File: config.mk
export PLATFORM = sky130hd
export DESIGN_NAME = bank_regfile
export DESIGN_NICKNAME = d
export VERILOG_FILES = /design/src/rtl/bank_rf_pkg.sv /design/src/rtl/bank_rf_decode.sv /design/src/rtl/bank_rf_store.sv /design/src/rtl/bank_regfile.sv
export SDC_FILE = /design/constraint.sdc
export NUM_CORES = 1
export LEC_CHECK = 0
export BUFFER_PORTS_ARGS = -buffer_cell sky130_fd_sc_hd__buf_2
export CORE_MARGIN = 1.5
export CORE_UTILIZATION = 35
export DETAILED_ROUTE_END_ITERATION = 8
export GPL_TIMING_DRIVEN = 0
export SYNTH_ARGS = -nofsm -noshare
export SYNTH_HDL_FRONTEND = slang
export SYNTH_HIERARCHICAL = 1
export SYNTH_SLANG_ARGS = --single-unit
File: constraint.sdc
create_clock -name clk -period 4.3 [get_ports clk]
set_input_delay 0.215 -clock clk [delete_from_list [all_inputs] [get_ports clk]]
set_output_delay 0.215 -clock clk [all_outputs]
set_load 0.1 [all_outputs]
File: src/rtl/bank_rf_pkg.sv
package bank_rf_pkg;

  typedef enum logic [1:0] {
    RGN_SFR  = 2'd0,
    RGN_GPR  = 2'd1,
    RGN_NONE = 2'd2
  } region_e;

endpackage

File: src/rtl/bank_rf_decode.sv
module bank_rf_decode
  import bank_rf_pkg::*;
#(
  parameter int ADDR_W      = 7,
  parameter int SFR_TOP     = 32,
  parameter int GPR_BASE    = 64,
  parameter int SHARED_BASE = 112
) (
  input  logic [ADDR_W:0]   eff_addr,
  output region_e           region,
  output logic [ADDR_W-1:0] ram_idx
);

  logic              bank;
  logic [ADDR_W-1:0] low;

  assign bank = eff_addr[ADDR_W];
  assign low  = eff_addr[ADDR_W-1:0];

  // The shared window maps onto bank 0 storage through the low bits alone.
  assign ram_idx = low;

  always_comb begin
    if (int'(low) < SFR_TOP) begin
      region = RGN_SFR;
    end else if (!bank && int'(low) >= GPR_BASE) begin
      region = RGN_GPR;
    end else if (bank && int'(low) >= SHARED_BASE) begin
      region = RGN_GPR;
    end else begin
      region = RGN_NONE;
    end
  end

endmodule

File: src/rtl/bank_rf_store.sv
module bank_rf_store #(
  parameter int DATA_W   = 8,
  parameter int ADDR_W   = 7,
  parameter int GPR_BASE = 64
) (
  input  logic              clk,
  input  logic              rst_n,
  input  logic              we,
  input  logic [ADDR_W-1:0] widx,
  input  logic [DATA_W-1:0] wdata,
  input  logic [ADDR_W-1:0] ridx,
  output logic [DATA_W-1:0] rdata
);

  localparam int SPAN = 2 ** ADDR_W;

  logic [DATA_W-1:0] mem [GPR_BASE:SPAN-1];

  always_ff @(posedge clk or negedge rst_n) begin
    if (!rst_n) begin
      for (int i = GPR_BASE; i < SPAN; i++) begin
        mem[i] <= '0;
      end
    end else if (we) begin
      mem[widx] <= wdata;
    end
  end

  // Out-of-range indices are masked by the caller's region check.
  always_comb begin
    if (int'(ridx) >= GPR_BASE) begin
      rdata = mem[ridx];
    end else begin
      rdata = '0;
    end
  end

endmodule

File: src/rtl/bank_regfile.sv
module bank_regfile
  import bank_rf_pkg::*;
#(
  parameter int DATA_W      = 8,
  parameter int ADDR_W      = 7,
  parameter int SFR_TOP     = 32,
  parameter int GPR_BASE    = 64,
  parameter int SHARED_BASE = 112
) (
  input  logic              clk,
  input  logic              rst_n,
  input  logic              bank_sel,
  input  logic [ADDR_W-1:0] rd_addr,
  output logic [DATA_W-1:0] rd_data,
  output logic              sfr_rd_sel,
  input  logic              wr_en,
  input  logic [ADDR_W-1:0] wr_addr,
  input  logic [DATA_W-1:0] wr_data,
  output logic              sfr_wr_sel
);

  localparam int PORTS = 2;

  logic [ADDR_W:0]   eff     [PORTS];
  region_e           rgn     [PORTS];
  logic [ADDR_W-1:0] idx     [PORTS];
  logic [DATA_W-1:0] store_q;
  logic              ram_we;

  assign eff[0] = {bank_sel, rd_addr};
  assign eff[1] = {bank_sel, wr_addr};

  for (genvar p = 0; p < PORTS; p++) begin : g_dec
    bank_rf_decode #(
      .ADDR_W      (ADDR_W),
      .SFR_TOP     (SFR_TOP),
      .GPR_BASE    (GPR_BASE),
      .SHARED_BASE (SHARED_BASE)
    ) u_dec (
      .eff_addr (eff[p]),
      .region   (rgn[p]),
      .ram_idx  (idx[p])
    );
  end

  assign ram_we     = wr_en && (rgn[1] == RGN_GPR);
  assign sfr_wr_sel = wr_en && (rgn[1] == RGN_SFR);
  assign sfr_rd_sel = (rgn[0] == RGN_SFR);

  bank_rf_store #(
    .DATA_W   (DATA_W),
    .ADDR_W   (ADDR_W),
    .GPR_BASE (GPR_BASE)
  ) u_store (
    .clk   (clk),
    .rst_n (rst_n),
    .we    (ram_we),
    .widx  (idx[1]),
    .wdata (wr_data),
    .ridx  (idx[0]),
    .rdata (store_q)
  );

  assign rd_data = (rgn[0] == RGN_GPR) ? store_q : '0;

endmodule

==> summary.txt <==
Status
  • Status: complete, no violations

Finish
  • Final Net Count: 1658
  • Area grow syn2layout: 13.1%
  • Register area: 12800 um2
  • Top reg by flops: u_store/mem
  • Most frequent cells in the layout: 512 x dfrtp_1, 511 x mux2_2, 116 x mux4_2
  • Max reg flops: 512
  • Commonest non-fill, non-tap cell in the layout: dfrtp_1
  • Biggest regs: u_store/mem (512)
  • Multi-input logic area: 10400 um2
  • Share of layout cells above drive strength 1: 0.481
  • # fillers: 6174

Clocking
  • Bufs on Longest Clock Path: 3
  • Setup Fix Bufs, Post-CTS: 0
  • TritonCTS buffer count: 54
  • Clock root cell: clkbuf_16
  • H-Tree Depth: 2
  • CTS tree: built
  • Clk_lat worst skew: 600 ps
  • CTS Sinks: 512
  • Post-CTS sizing: 0
  • Clock transition at path regs: 60 ps

GRT
  • Largest net degree at the start of global routing: 121
  • Met2 GRT Util: 0.333
  • Grt ovf: 0
  • GRT met1 Usage: 0.280
  • First-pass GRT wire length: 105 mm
  • Initial antenna violation count: 1
  • Total GRT Usage: 0.205
  • Vias in the first global route: 15.1k
  • Met3 usage: 0.0425
  • GRT busiest layer: met2

Timing
  • Final hold violation count: 0
  • Worst setup margin: 151 ps
  • Final Setup Violations: 0
  • Final setup TNS: 0 ps
  • Max-slew violations: 0
  • Worst-Margin Slew: 1110 ps
  • Fin crit period: 4150 ps
  • Clock skew: 0 ps
  • F_max: 241 MHz
  • Worst slew margin: 0.262
  • Period utilization: 0.965
  • Unrepaired setup endpoints after global routing: no
  • Hold WS: 285 ps

Place
  • Pre-CTS WS: 167 ps
  • Port Buffers: 19
  • GPL Wtd Cong: 0.947
  • Dpl hpwl: 49.6 mm

Route
  • Iteration-0 DRC Markers: 1214
  • First-pass DRT Iterations: 7
  • Wirelength per Cell: 27.8 um
  • # DRC: 0
  • Total Wirelength: 70.9 mm
  • DR vias/cell: 5.66
  • Post-DRT Antenna Nets: 0
  • DR vias: 14.4k

Floorplanning
  • Die height: 264 um
  • Die width: 264 um
  • Num ports: 36
  • Die area: 69900 um2
  • Core Area: 67400 um2
  • Row Count: 95
  • Initial Util: 0.355

Power
  • Total power: 10.5 mW
  • Pwr dens: 389 nW/um2
  • VDD IR max: 0.000350 V
  • Leak Pwr: 12.9 nW

Yosys
  • Yosys cell types: 54
  • Main flop type after synthesis: dfrtp_1
  • Post-synth EDFFs: 0
  • Synth Register Bits: 512
  • Async set-reset flop share out of synthesis: 1.00
  • Synthesized area per cell: 15.4 um2
  • Syn Nets: 1578
  • Area of the mapped netlist: 23900 um2
  • Synth Warn #: 6
  • Synth Instances: 1552
  • Sequential-to-total area share from yosys stat: 0.535

Setup path
  • Crit path required time: 4090 ps
  • Crit-path max FO: 19
  • Kind of cell adding the most delay to the critical path: buffers and inverters
  • Slowest stage cell, crit path: buf_2
  • Most Frequent Cell on Critical Path: buf_2
  • CP startpoint kind: input pin
  • Critical path cell sequence: buf_4 -> buf_2 -> buf_2 -> buf_2 -> buf_2 -> mux2i_1 -> a221oi_1 -> a21o_1 -> and3b_1 -> buf_2
  • CP endpoint kind: output pin
  • WP buf/inv: 6
  • Kind of critical path: in2out
  • Arr. time, crit path: 3930 ps
  • Delay of the slowest cell on the worst path: 640 ps

Flow run
  • Max Cap Viol: 0

Hold path
  • Worst hold path type: in2async
==> routing by layer <==
layer | share of wire | vias up
li1 | - | 5961
met1 | 0.44 | 7884
met2 | 0.47 | 452
met3 | 0.063 | 124
met4 | 0.030 | 0
met5 | 0 | -
==> cell usage after synthesis, drive strengths merged (5+ instances only) <==
cell type / instances / share of area
nand2b: 8 / 0.0021
and3b: 9 / 0.0033
nor2b: 7 / 0.0018
nor2: 42 / 0.0074
o21ai: 9 / 0.0019
o22ai: 8 / 0.0021
a221oi: 13 / 0.0048
nand2: 52 / 0.0082
mux2i: 41 / 0.017
mux2: 517 / 0.24
dfrtp: 512 / 0.54
a21oi: 5 / 0.0010
clkbuf: 66 / 0.010
buf: 65 / 0.018
mux4: 125 / 0.12
nor3: 8 / 0.0019
nand3: 10 / 0.0021
==> worst paths after layout <==
check                                  from               end  slack (ps)  depth (start not counted)
max reg2reg                u_store/mem[149]  u_store/mem[149]        3500                          1
min in group clk                 wr_data[2]   u_store/mem[18]         370                          2
min                                   rst_n  u_store/mem[203]         280                          3
max in group asynchronous             rst_n  u_store/mem[500]        2470                          5
min reg2reg                 u_store/mem[11]   u_store/mem[11]         490                          1
max                              rd_addr[2]        rd_data[3]         150                         10
==> cell families after synthesis <==
| group | count (synthesis) | share of synthesized area |
|---|---|---|
| AO/OA/AOI/OAI | 68 | 0.0215 |
| flip-flops | 512 | 0.535 |
| buffers and inverters | 134 | 0.0291 |
| AND/OR/NAND/NOR | 155 | 0.0344 |
| multiplexers | 683 | 0.380 |
==> per-stage QoR <==
stage / utilization / cell area (um2) / std cells
after floorplan: - / 23900 / 1552
after global placement: 0.373 / 25100 / 2444
after detailed placement: 0.375 / 25300 / 2449
after CTS: 0.402 / 27100 / 2547
after global routing: 0.402 / 27100 / 2546
final: 0.402 / 27100 / 2548
==> tightest hold or removal path: cells and delay by family <==
kind	cells	cell delay, ps
buffers and inverters	3	1080
==> layout make-up <==
class | instances | share of cell area
Clock buffer | 86 | 0.0604
Clock inverter | 11 | 0.00573
Tap cell | 873 | 0.0404
Sequential cell | 512 | 0.473
Inverter | 3 | 0.000416
Antenna cell | 2 | 0.000185
Timing Repair Buffer | 25 | 0.00934
Multi-Input combinational cell | 906 | 0.385
Buffer | 130 | 0.0252
==> power by group <==
group,total [mW],leakage [nW],internal [mW],switching (mW)
logic,0.802,4.94,0.277,0.525
registers,4.98,7.12,4.93,0.0543
clock network,4.73,0.881,2.82,1.91
==> repair_timing <==
item	CTS	global route
endpoints found under the setup margin	0	2
hold endpoints to repair	115	0
hold buffers	1	0
No activity file was read; power rests on OpenSTA's default activity.
